**config.mk**
```make
export PLATFORM = sky130hd
export DESIGN_NAME = main_ctrl_dec
export DESIGN_NICKNAME = d
export VERILOG_FILES = /design/src/rtl/mcd_pkg.sv /design/src/rtl/mcd_op_class.sv /design/src/rtl/mcd_fn_class.sv /design/src/rtl/mcd_ctrl_word.sv /design/src/rtl/main_ctrl_dec.sv
export SDC_FILE = /design/constraint.sdc
export NUM_CORES = 1
export LEC_CHECK = 0
export BUFFER_PORTS_ARGS = -buffer_cell sky130_fd_sc_hd__buf_2
export CORE_AREA = 2 2 39 41
export DETAILED_ROUTE_END_ITERATION = 7
export DIE_AREA = 0 0 41 43
export PLACE_DENSITY = 0.4
export REMOVE_ABC_BUFFERS = 1
export SLEW_MARGIN = 20
export SYNTH_ARGS = -nofsm -noshare
export SYNTH_HDL_FRONTEND = slang
export SYNTH_HIERARCHICAL = 1
export SYNTH_SLANG_ARGS = --single-unit
```
**constraint.sdc**
```tcl
create_clock -name vclk -period 2
set_input_delay 0.2 -clock vclk [all_inputs]
set_output_delay 0.2 -clock vclk [all_outputs]
set_load 0.01 [all_outputs]
```
**src/rtl/mcd_pkg.sv**
```systemverilog
package mcd_pkg;

  typedef enum logic [1:0] {
    ALU_ADD = 2'b00,
    ALU_SUB = 2'b01,
    ALU_OR  = 2'b10
  } alu_op_e;

  typedef enum logic [2:0] {
    CLS_REG = 3'd0,
    CLS_ORI = 3'd1,
    CLS_LW  = 3'd2,
    CLS_SW  = 3'd3,
    CLS_BEQ = 3'd4,
    CLS_BAD = 3'd5
  } op_cls_e;

  typedef enum logic [1:0] {
    FNC_ADD = 2'd0,
    FNC_SUB = 2'd1,
    FNC_OR  = 2'd2,
    FNC_BAD = 2'd3
  } fn_cls_e;

  typedef struct packed {
    logic    dst_rd;
    logic    reg_we;
    logic    alu_src_imm;
    alu_op_e alu_op;
    logic    ext_sign;
    logic    wb_from_mem;
    logic    mem_we;
    logic    npc_branch;
  } ctrl_t;

  localparam ctrl_t CTRL_SAFE = '{
    dst_rd: 1'b0, reg_we: 1'b0, alu_src_imm: 1'b0, alu_op: ALU_ADD,
    ext_sign: 1'b0, wb_from_mem: 1'b0, mem_we: 1'b0, npc_branch: 1'b0
  };

endpackage

```
**src/rtl/mcd_op_class.sv**
```systemverilog
module mcd_op_class
  import mcd_pkg::*;
#(
  parameter int          OP_W    = 6,
  parameter logic [5:0]  OP_REG  = 6'b000000,
  parameter logic [5:0]  OP_ORI  = 6'b001101,
  parameter logic [5:0]  OP_LW   = 6'b100011,
  parameter logic [5:0]  OP_SW   = 6'b101011,
  parameter logic [5:0]  OP_BEQ  = 6'b000100
) (
  input  logic [OP_W-1:0] op,
  output op_cls_e         cls
);

  always_comb begin
    if      (op == OP_W'(OP_REG)) cls = CLS_REG;
    else if (op == OP_W'(OP_ORI)) cls = CLS_ORI;
    else if (op == OP_W'(OP_LW))  cls = CLS_LW;
    else if (op == OP_W'(OP_SW))  cls = CLS_SW;
    else if (op == OP_W'(OP_BEQ)) cls = CLS_BEQ;
    else                          cls = CLS_BAD;
  end

endmodule

```
**src/rtl/mcd_fn_class.sv**
```systemverilog
module mcd_fn_class
  import mcd_pkg::*;
#(
  parameter int         FN_W   = 6,
  parameter logic [5:0] FN_ADD = 6'b100000,
  parameter logic [5:0] FN_SUB = 6'b100010,
  parameter logic [5:0] FN_OR  = 6'b100101
) (
  input  logic [FN_W-1:0] fn,
  output fn_cls_e         cls
);

  always_comb begin
    unique case (fn)
      FN_W'(FN_ADD): cls = FNC_ADD;
      FN_W'(FN_SUB): cls = FNC_SUB;
      FN_W'(FN_OR):  cls = FNC_OR;
      default:       cls = FNC_BAD;
    endcase
  end

endmodule

```
**src/rtl/mcd_ctrl_word.sv**
```systemverilog
module mcd_ctrl_word
  import mcd_pkg::*;
(
  input  op_cls_e op_cls,
  input  fn_cls_e fn_cls,
  output ctrl_t   ctrl
);

  always_comb begin
    ctrl = CTRL_SAFE;
    unique case (op_cls)
      CLS_REG: begin
        if (fn_cls != FNC_BAD) begin
          ctrl.dst_rd = 1'b1;
          ctrl.reg_we = 1'b1;
          unique case (fn_cls)
            FNC_SUB: ctrl.alu_op = ALU_SUB;
            FNC_OR:  ctrl.alu_op = ALU_OR;
            default: ctrl.alu_op = ALU_ADD;
          endcase
        end
      end
      CLS_ORI: begin
        ctrl.reg_we      = 1'b1;
        ctrl.alu_src_imm = 1'b1;
        ctrl.alu_op      = ALU_OR;
      end
      CLS_LW: begin
        ctrl.reg_we      = 1'b1;
        ctrl.alu_src_imm = 1'b1;
        ctrl.ext_sign    = 1'b1;
        ctrl.wb_from_mem = 1'b1;
      end
      CLS_SW: begin
        ctrl.alu_src_imm = 1'b1;
        ctrl.ext_sign    = 1'b1;
        ctrl.mem_we      = 1'b1;
      end
      CLS_BEQ: begin
        ctrl.alu_op     = ALU_SUB;
        ctrl.npc_branch = 1'b1;
      end
      default: ctrl = CTRL_SAFE;
    endcase
  end

endmodule

```
**src/rtl/main_ctrl_dec.sv**
```systemverilog
module main_ctrl_dec
  import mcd_pkg::*;
#(
  parameter int OP_W = 6,
  parameter int FN_W = 6,
  localparam int ALU_W = $bits(alu_op_e)
) (
  input  logic [OP_W-1:0]  instr_op,
  input  logic [FN_W-1:0]  instr_fn,
  output logic             dst_rd,
  output logic             reg_we,
  output logic             alu_src_imm,
  output logic [ALU_W-1:0] alu_op,
  output logic             ext_sign,
  output logic             wb_from_mem,
  output logic             mem_we,
  output logic             npc_branch
);

  op_cls_e op_cls;
  fn_cls_e fn_cls;
  ctrl_t   ctrl;

  mcd_op_class #(.OP_W(OP_W)) u_op_class (
    .op  (instr_op),
    .cls (op_cls)
  );

  mcd_fn_class #(.FN_W(FN_W)) u_fn_class (
    .fn  (instr_fn),
    .cls (fn_cls)
  );

  mcd_ctrl_word u_ctrl_word (
    .op_cls (op_cls),
    .fn_cls (fn_cls),
    .ctrl   (ctrl)
  );

  assign dst_rd      = ctrl.dst_rd;
  assign reg_we      = ctrl.reg_we;
  assign alu_src_imm = ctrl.alu_src_imm;
  assign alu_op      = ctrl.alu_op;
  assign ext_sign    = ctrl.ext_sign;
  assign wb_from_mem = ctrl.wb_from_mem;
  assign mem_we      = ctrl.mem_we;
  assign npc_branch  = ctrl.npc_branch;

endmodule

```
Yosys cells after proc, flatten, opt, wreduce, memory -nomap -nowiden
Index checks and enable logic that the tools add are counted.
W data, S select, Z words.

word-level totals
  bits in registers = 0

cells by class
  equal/unequal tests = 14
  muxes and demuxes = 17
  reductions and logical operators = 5

operators by type and width
  operator              count
  $eq A6 B6 Y1 const B  5
  $mux W3               4
  $pmux W2 S3           2
  $mux W1               7
  $eq A3 B2 Y1 const B  2
  $eq A6 B3 Y1 const B  1
  $eq A6 B4 Y1 const B  1
  $logic_not A6 Y1      1
  $mux W2               2
  $pmux W2 S2           1
  $reduce_or A2 Y1      2
  $eq A3 B1 Y1 const B  1
  $eq A3 B3 Y1 const B  1
  $logic_not A3 Y1      1
  $reduce_or A3 Y1      1
  $eq A2 B1 Y1 const B  1
  $eq A2 B2 Y1 const B  1
  $ne A2 B2 Y1 const B  1
  $pmux W1 S2           1

Logic depth before layout (Yosys ltp)
Gate-level depths: netlist (run 1).

  depth in word-level cells = 9
  gate-level depth with buffers = 5
  depth with buffers taken out = 5

By module
Netlist (run 1), hierarchy kept.

by module, submodules not included
  module         times used  cells an instance  area an instance (µm²)  seq. area each (µm²)
  mcd_ctrl_word  1           14                 97.6                    0.0
  mcd_op_class   1           9                  57.6                    0.0
  mcd_fn_class   1           5                  30.0                    0.0

Least setup slack after synthesis (run 1)
Ideal clock, no wire load.

  kind = input to output
  from = input instr_op[0]
  to = output dst_rd
  arrival time = 1539 ps
  required time = 1800 ps
  path slack = 261 ps
  cell stages on the path = 4
  buffers on the path = 0
  path through = or3_1 -> a2111oi_2 -> nor2_1 -> a2111oi_2

on the way
  elaborated cells on any way between the ends = 12

RTL lines
  item                line                 source
  start: declaration  main_ctrl_dec.sv:8   input logic [OP_W-1:0] instr_op,
  $eq A6 B6 Y1        mcd_op_class.sv:19   else if (op == OP_W'(OP_SW)) cls = CLS_SW;
  $mux W3             mcd_op_class.sv:19
  $mux W3             mcd_op_class.sv:18   else if (op == OP_W'(OP_LW)) cls = CLS_LW;
  $mux W3             mcd_op_class.sv:17   else if (op == OP_W'(OP_ORI)) cls = CLS_ORI;
  $mux W3 *           mcd_op_class.sv:16   if (op == OP_W'(OP_REG)) cls = CLS_REG;
  via op_cls[2]       main_ctrl_dec.sv:20  op_cls_e op_cls;
  $logic_not A3 Y1 *  mcd_ctrl_word.sv:11  unique case (op_cls)
  $mux W1 *           mcd_ctrl_word.sv:11
  end: declaration    main_ctrl_dec.sv:10  output logic dst_rd,

Mark *: on every way through the listed nets, which the timed path passes. The rest lies on a longest branch.

Worst setup path in the final report (run 1)
Ends and elaborated chain as after synthesis.

==> metrics.csv, run 1 <==
stage;metric;value;unit
power;total_power;40.3;uW
final_layout;diodes;0;
synthesis;yosys.area_share.adder;0;%
worst_setup_path;cp-end-kind;primary output;
worst_setup_path;path_class;input pin to primary output;
sta;min_period_over_period;95.8;%
hold_path;hold_path.class;input pin to primary output;
power;power_frac_comb;100.0;%
synthesis;muxShareOfSynthArea;0;%
floorplanning;die_h;43;um
run_status;status;complete, no violations;
clock_network;ctsResizeCount;0;
drt;vias_per_cell;4.10;
hold_path;holdPathStages;4;
power;switching_share;47.5;%
global_routing;grt_pass1_wl;890;um
floorplanning;core_area;1380;um^2
synthesis;synth_top_family_by_area;simple AND/OR/NAND/NOR gates;
global_routing;grt_start_max_net_pins;7;
global_routing;overflow;0;
sta;fmax;0.522;GHz
placed_design;dp_cells;69;
sta;slew-limit-headroom;78.3;%
sta;finalHoldViolCount;0;
drt;wire_per_inst;8.19;um
placed_design;gp_congestion;0.604;
power;seqPwrFrac;0;%
clock_network;cts_hold_buf;0;
final_layout;final_cell_mix;buf_2, nor2_1, buf_4;
floorplanning;rows;14;
global_routing;track_usage;6.59;%
power;power_per_cell_area;118;nW/um^2
sta;worst_pin_slew;0.324;ns
sta;min_period;1.92;ns
global_routing;grt_pass1_vias;247;
placed_design;dpl_cell_area;340;um^2
worst_setup_path;required;1.80;ns
final_layout;fin_cells;69;
floorplanning;die-area;1760;um^2
power;intPower;21.2;uW
sta;hold_slack;0.856;ns
synthesis;ys_seq_area_share;0;%
drt;drc;0;
placed_design;hpwl;481;um
synthesis;synth-xor-area-share;4.73;%
power;peakVddDrop;0.0403;mV
power;p_clk_share;0;%
synthesis;synth_compound_area_share;36.5;%
final_layout;register_area;0;um^2
floorplanning;io_pins;21;
placed_design;port-buffer-count;21;
worst_setup_path;crit_fanout;4;
synthesis;synth_area;185;um^2
drt;drt_iter0_drc;2;
worst_setup_path;arrival;1.72;ns
clock_network;post_cts.repair.setup_buffers;0;
worst_setup_path;critPathLaunchType;input pin;
drt;via_count;283;
sta;fin_tns_setup;0;ns
final_layout;final_common_cell;buf_2;
sta;setup_viol;0;
global_routing;antenna_found_initial;0;
drt;drt-total-wl;565;um
synthesis;avgSynthCellArea;6.61;um^2
drt;dr.pass1.iters;2;
floorplanning;dieWidth;41;um
synthesis;syn_inst;28;
hold_path;hold_end;dst_rd;
synthesis;synth_cell_types;15;
job;drv_cap;0;
final_layout;n_sequential_cell;0;
synthesis;synthSimpleGateAreaFrac;58.8;%
final_layout;nNetsFinal;67;
hold_path;min_from;instr_fn[5];
synthesis;ys_warn_count;6;
drt;drtAntennaViolNets;0;
final_layout;clkbuf_count;0;
final_layout;syn_to_final_growth;85.1;%
floorplanning;initial_utilization;13.4;%
power;leakage;0.000174;uW
final_layout;final_area;343;um^2
final_layout;layout-drive-gt1-share;56.6;%
power;p_switching;19.1;uW
sta;slew_viol_final;0;
how the worst max path moves through the flow:
| stage | startpoint | end | slack [ns] | cells after the start |
|---|---|---|---|---|
| after CTS | instr_op[0] | dst_rd | 0.05 | 6 |
| after detailed placement | instr_op[0] | dst_rd | 0.06 | 6 |
| after global routing | instr_op[0] | dst_rd | -0.02 | 6 |
| after global placement | instr_op[0] | dst_rd | 0.04 | 6 |
| final | instr_op[0] | dst_rd | 0.08 | 6 |
| after floorplan | instr_op[0] | dst_rd | 0.26 | 4 |
cells in the mapped netlist:
master | n | area [um^2]
and2b_1 | 1 | 7.51
a31oi_1 | 1 | 6.26
nor2_1 | 8 | 30.0
nand3_1 | 2 | 10.0
nand2_1 | 1 | 3.75
and2_1 | 2 | 12.5
nor2b_2 | 1 | 8.76
o21a_1 | 2 | 15.0
or3_1 | 1 | 6.26
nor2b_1 | 2 | 12.5
nand4b_1 | 2 | 17.5
xnor2_1 | 1 | 8.76
o31ai_1 | 1 | 7.51
a2111oi_2 | 2 | 30.0
a21o_2 | 1 | 8.76
worst max-delay path: stages:
cell	delay, ns
buf_2	0.10
or3_1	0.38
a2111oi_2	0.41
nor2_2	0.10
a2111oi_2	0.33
buf_2	0.19
per-layer routing:
layer,global-route usage [%],part of all wire (%)
met1,9.81,52
met2,10.9,40
met3,0,8.5
met4,0,0
met5,0,0
power groups by stage:
stage                     clock network (uW)  logic (uW)  registers (uW)
after global routing                       0        44.8               0
after floorplan                            0        15.9               0
final                                      0        40.3               0
after detailed placement                   0        40.1               0
after CTS                                  0        40.4               0
after global placement                     0        40.0               0
logic make-up (layout without fill, tap and decap cells):
| family | Yosys count | after routing |
|---|---|---|
| xor gates and xnor gates | 1 | 1 |
| buffers and inverters | 0 | 25 |
| AOI/OAI and AO/OA | 7 | 7 |
| and+or+nand+nor | 20 | 20 |
per-stage QoR:
step	setup slack, ns	util, %
2_1_floorplan	0.261	-
3_3_place_gp	0.0421	24.6
3_5_place_dp	0.0625	24.6
4_1_cts	0.0530	24.6
5_1_grt	-0.0233	24.8
6_report	0.0850	24.8
layout make-up:
| cell class | count | area [um^2] |
|---|---|---|
| multi-input cells | 28 | 188 |
| fillers | 158 | 1040 |
| well taps | 16 | 20.0 |
| repair buffers | 25 | 135 |
Power figures use the tool's default switching activity.
==> run 2, diff against run 1 <==
- clock period: 2 -> 1.8 ns (I/O delays scaled with it)
==> run 2 against run 1 <==
The run now ends with negative setup slack left. Global-route usage fell by 0.10 points. Worst hold slack got worse by 0.040 ns. Combinational power is 39% higher. Critical endpoint is now reg_we.
==> metrics.csv, run 2 (same netlist as run 1, synthesis figures left out) <==
stage;metric;value;unit;change
run_status;status;finished with violations;;was complete, no violations
run_status;violations;negative setup slack;;
worst_setup_path;crit_end;reg_we;;was dst_rd
drt;drc;0;;unchanged
power;peakVddDrop;0.0399;mV;was 0.0403 mV
global_routing;track_usage;6.49;%;was 6.59%
global_routing;grt_start_max_net_pins;7;;unchanged
sta;slew-limit-headroom;78.6;%;was 78.3%
final_layout;register_area;0;um^2;unchanged
sta;hold_slack;0.816;ns;was 0.856 ns
power;total_power;55.9;uW;was 40.3 uW
sta;min_period;1.80;ns;
drt;drt-total-wl;607;um;was 565 um
final_layout;layout-drive-gt1-share;61.8;%;was 56.6%
final_layout;syn_to_final_growth;118;%;was 85.1%
sta;setup_viol;1;;was 0
drt;via_count;292;;was 283
final_layout;n_sequential_cell;0;;unchanged
drt;vias_per_cell;4.11;;was 4.10
floorplanning;rows;14;;unchanged
drt;wire_per_inst;8.55;um;was 8.19 um
drt;dr.pass1.iters;3;;was 2
final_layout;fillers;150;;was 158
final_layout;final_cell_mix;buf_2, nor2_1, buf_4;;unchanged
job;drv_cap;0;;unchanged
power;leakage;0.000195;uW;was 0.000174 uW
sta;min_period_over_period;100;%;
worst_setup_path;crit_path_top_delay_cell;a2111oi_4;;was a2111oi_2
global_routing;grt_pass1_wl;862;um;was 890 um
sta;slew_viol_final;0;;unchanged
sta;finalHoldViolCount;0;;unchanged
floorplanning;dieWidth;41;um;unchanged
worst_setup_path;cpPeakStageDelay;0.41;ns;about the same
drt;drt_iter0_drc;3;;was 2
worst_setup_path;crit_fanout;4;;unchanged
worst_setup_path;required;1.62;ns;was 1.80 ns
worst_setup_path;cp.buffers_inverters;2;;unchanged
worst_setup_path;worst_path_dominant_cell_family;compound AO/OA/AOI/OAI gates;;unchanged
hold_path;hold_path.class;input pin to primary output;;unchanged
floorplanning;die_h;43;um;unchanged
global_routing;antenna_found_initial;0;;unchanged
global_routing;overflow;0;;unchanged
sta;grt_setup_unrepaired;true;;
floorplanning;io_pins;21;;unchanged
final_layout;clkbuf_count;0;;unchanged
floorplanning;die-area;1760;um^2;unchanged
drt;drtAntennaViolNets;0;;unchanged
final_layout;nNetsFinal;69;;was 67
power;power_per_cell_area;138;nW/um^2;was 118 nW/um^2
worst_setup_path;arrival;1.62;ns;was 1.72 ns
worst_setup_path;path_cells;buf_6 -> or3_4 -> a2111oi_4 -> nor2_4 -> a21o_2 -> a31oi_1 -> buf_2;;was buf_2 -> or3_1 -> a2111oi_2 -> nor2_2 -> a2111oi_2 -> buf_2
floorplanning;core_area;1380;um^2;unchanged
final_layout;diodes;0;;unchanged
worst_setup_path;setup.worst_path.start;instr_op[3];;was instr_op[0]
sta;worst_pin_slew;0.322;ns;was 0.324 ns
global_routing;grt_pass1_vias;239;;was 247
floorplanning;initial_utilization;13.4;%;unchanged
worst_setup_path;path_depth;7;;was 6
worst_setup_path;cp-end-kind;primary output;;unchanged
final_layout;final_common_cell;buf_2;;unchanged
sta;fmax;0.555;GHz;
placed_design;hpwl;501;um;was 481 um
placed_design;place_ws;-0.0945;ns;was 0.0625 ns
placed_design;gp_congestion;0.609;;was 0.604
placed_design;port-buffer-count;21;;unchanged
worst_setup_path;path_class;input pin to primary output;;unchanged
worst_setup_path;critPathLaunchType;input pin;;unchanged
sta;fin_ws;-0.00311;ns;was 0.0850 ns
==> run 2: changes by cell type in the layout (fill, tap and decap cells not counted) <==
cell | previous run | this run
a2111oi_2 | 2 | 1
a2111oi_4 | 0 | 1
buf_2 | 21 | 19
buf_4 | 4 | 5
buf_6 | 0 | 3
nor2_1 | 7 | 6
nor2_4 | 0 | 1
nor2b_2 | 1 | 0
nor2b_4 | 0 | 1
or3_1 | 1 | 0
or3_4 | 0 | 1
==> run 2: cell type report <==
class / count / area [um^2] / area share [%]
multi-input cells: 28 / 218 / 53.9
repair buffers: 27 / 166 / 41.2
well taps: 16 / 20.0 / 4.95
==> run 2: how the worst min path moves through the flow <==
stage	from	to	slack, ns	cells past startpoint
2_1_floorplan	instr_fn[5]	dst_rd	0.57	2
3_3_place_gp	instr_fn[5]	dst_rd	0.82	4
3_5_place_dp	instr_fn[5]	dst_rd	0.82	4
4_1_cts	instr_fn[5]	dst_rd	0.82	4
5_1_grt	instr_fn[5]	dst_rd	0.85	4
6_report	instr_fn[5]	dst_rd	0.82	4
==> run 2: repair_timing <==
| item | 4_1_cts | 5_1_grt |
|---|---|---|
| pin swaps | 2 | 5 |
| buffers inserted | 0 | 1 |
| setup endpoints to repair | 6 | 5 |
| hold buffers | 0 | 0 |
| resized for setup | 3 | 6 |
==> run 2: metal layers <==
layer / up-vias / wire length (um) / track usage (%)
met4: 0 / 0 / 0
met1: 119 / 272 / 8.23
met2: 15 / 269 / 11.9
li1: 158 / - / -
met5: - / 0 / 0
met3: 0 / 65 / 0.524
==> run 2: metrics by stage <==
step / TNS (ns) / util, % / cell area, um^2 / std cells
after detailed placement: -0.395 / 25.1 / 348 / 70
after global routing: -0.276 / 29.2 / 404 / 71
final: -0.00311 / 29.2 / 404 / 71
after CTS: 0 / 26.6 / 368 / 70
after global placement: -0.393 / 25.1 / 348 / 70
after floorplan: 0 / - / 185 / 28
==> run 2: power breakdown <==
| group | switching [uW] | internal [uW] | total [uW] | leakage (uW) |
|---|---|---|---|---|
| Sequential | 0 | 0 | 0 | 0 |
| Combinational | 24.8 | 31.1 | 55.9 | 0.000195 |
| Clock | 0 | 0 | 0 | 0 |
==> run 3, diff against run 2 <==
- ABC_AREA: unset -> 1
- PLACE_DENSITY: 0.4 -> 0.45
==> run 3 against run 2 <==
The run now ends clean. Worst setup slack better by 0.45 ns. Via count is 29% higher. Die area stayed put. Sequential cell count stayed put. First-iteration DRC count is 33% lower. Synthesized cell count is 110% higher. Utilization is 2.3 points lower.
==> metrics.csv, run 3 <==
stage;metric;value;unit;change
drt;drtAntennaViolNets;0;;unchanged
worst_setup_path;crit_fanout;4;;unchanged
worst_setup_path;cp-end-kind;primary output;;unchanged
final_layout;register_area;0;um^2;unchanged
sta;min_period_over_period;75.1;%;was 100%
final_layout;final_common_cell;buf_2;;unchanged
power;leakage;0.000294;uW;was 0.000195 uW
sta;fmax;0.740;GHz;was 0.555 GHz
synthesis;synth_cell_types;9;;was 15
power;peakVddDrop;0.0338;mV;was 0.0399 mV
sta;slew_viol_final;0;;unchanged
sta;fin_tns_setup;0;ns;was -0.00311 ns
final_layout;diodes;0;;unchanged
synthesis;synth_area_leader_cell;nor2_1;;was a2111oi_2
placed_design;dp_cells;96;;was 70
synthesis;yosys-top-cells-area;nor2_1, nand2_1, inv_1;;was a2111oi_2, nor2_1, nand4b_1
final_layout;nNetsFinal;94;;was 69
final_layout;n_sequential_cell;0;;unchanged
sta;setup_viol;0;;was 1
floorplanning;die-area;1760;um^2;unchanged
clock_network;ctsResizeCount;0;;was 3
synthesis;synth_common_cells;nor2_1, nand2_1, inv_1;;
worst_setup_path;arrival;1.17;ns;was 1.62 ns
synthesis;synth_area;248;um^2;was 185 um^2
synthesis;ys_warn_count;6;;unchanged
sta;grt_setup_unrepaired;false;;was true
global_routing;grt_pass1_wl;1.00;mm;was 862 um
worst_setup_path;path_class;input pin to primary output;;unchanged
drt;via_count;378;;was 292
floorplanning;rows;14;;unchanged
final_layout;clkbuf_count;0;;unchanged
final_layout;final_cell_mix;buf_2, nor2_1, nand2_1;;was buf_2, nor2_1, buf_4
placed_design;hpwl;548;um;was 501 um
drt;vias_per_cell;3.94;;was 4.11
floorplanning;core_area;1380;um^2;unchanged
worst_setup_path;path_cells;buf_2 -> nand2_1 -> inv_1 -> nand3_1 -> nand2_1 -> nor2_1 -> inv_2 -> nand2_2 -> nand3_1 -> nand2_1 -> buf_2;;was buf_6 -> or3_4 -> a2111oi_4 -> nor2_4 -> a21o_2 -> a31oi_1 -> buf_2
sta;slew-limit-headroom;81.8;%;was 78.6%
synthesis;synth_top_cell_area_share;22.7;%;was 16.2%
synthesis;ys_seq_area_share;0;%;unchanged
global_routing;antenna_found_initial;0;;unchanged
synthesis;syn_inst;59;;was 28
floorplanning;dieWidth;41;um;unchanged
worst_setup_path;critPathLaunchType;input pin;;unchanged
worst_setup_path;crit_path_top_delay_cell;nor2_1;;was a2111oi_4
clock_network;post_cts.repair.setup_buffers;0;;unchanged
placed_design;gp_congestion;0.697;;was 0.609
synthesis;synth_most_common_cell;nor2_1;;unchanged
power;power_per_cell_area;127;nW/um^2;was 138 nW/um^2
sta;min_period;1.35;ns;was 1.80 ns
hold_path;hold_path.class;input pin to primary output;;unchanged
run_status;status;complete, no violations;;was finished with violations
floorplanning;initial_utilization;17.9;%;was 13.4%
final_layout;fin_cells;96;;was 71
drt;drc;0;;unchanged
global_routing;grt_start_max_net_pins;7;;unchanged
drt;dr.pass1.iters;3;;unchanged
sta;worst_pin_slew;0.272;ns;was 0.322 ns
global_routing;grt_pass1_vias;299;;was 239
final_layout;layout-drive-gt1-share;33.8;%;was 61.8%
job;drv_cap;0;;unchanged
synthesis;avgSynthCellArea;4.20;um^2;was 6.61 um^2
final_layout;syn_to_final_growth;50.5;%;was 118%
placed_design;dpl_cell_area;373;um^2;was 348 um^2
drt;drt_iter0_drc;2;;was 3
worst_setup_path;crit_path_frequent_cell;nand2_1;;
sta;finalHoldViolCount;0;;unchanged
worst_setup_path;cpPeakStageDelay;0.22;ns;was 0.41 ns
clock_network;cts_hold_buf;0;;unchanged
final_layout;final_area;373;um^2;was 404 um^2
floorplanning;io_pins;21;;unchanged
worst_setup_path;required;1.62;ns;about the same
floorplanning;die_h;43;um;unchanged
placed_design;port-buffer-count;21;;unchanged
drt;wire_per_inst;6.02;um;was 8.55 um
global_routing;overflow;0;;unchanged
drt;drt-total-wl;578;um;was 607 um
global_routing;track_usage;7.29;%;was 6.49%
run 3: cell families after synthesis:
kind of cell	count (synthesis)	share of synthesized area, %
buf+inv	15	22.7
compound gates	2	4.04
simple gates	42	73.2
run 3: path summary, 6_finish.rpt:
kind / startpoint / end / slack (ns) / cells after the start
max: instr_op[0] / reg_we / 0.45 / 11
min: instr_op[4] / ext_sign / 0.85 / 7
run 3: per-layer routing:
metal	share of wire, %	track usage, %
met1	46	10.1
met2	45	12.8
met3	9.0	0
met4	0	0
met5	0	0
run 3: worst max-delay path: cells and delay by family:
family	cells	cell delay (ns)
and+or+nand+nor	7	0.63
buffers and inverters	4	0.35
run 3: power breakdown:
part | switching (uW) | internal, uW
combinational | 26.8 | 20.6
sequential | 0 | 0
clock | 0 | 0
run 3: per-stage QoR:
stage                     hold WS (ns)  total power (uW)  util, %  worst slack, ns
after floorplan                  0.608              25.0        -            0.696
after global placement           0.841              47.9     26.9            0.419
after CTS                        0.852              48.1     26.9            0.430
after global routing             0.906              54.6     26.9            0.260
final                            0.849              47.4     26.9            0.449
after detailed placement         0.851              47.9     26.9            0.436
run 3: cell type report:
type | instances | area (um^2)
fill | 172 | 1010
inverter | 15 | 56.3
multi-input combinational | 44 | 191
tap | 16 | 20.0
timing repair buffer | 21 | 105
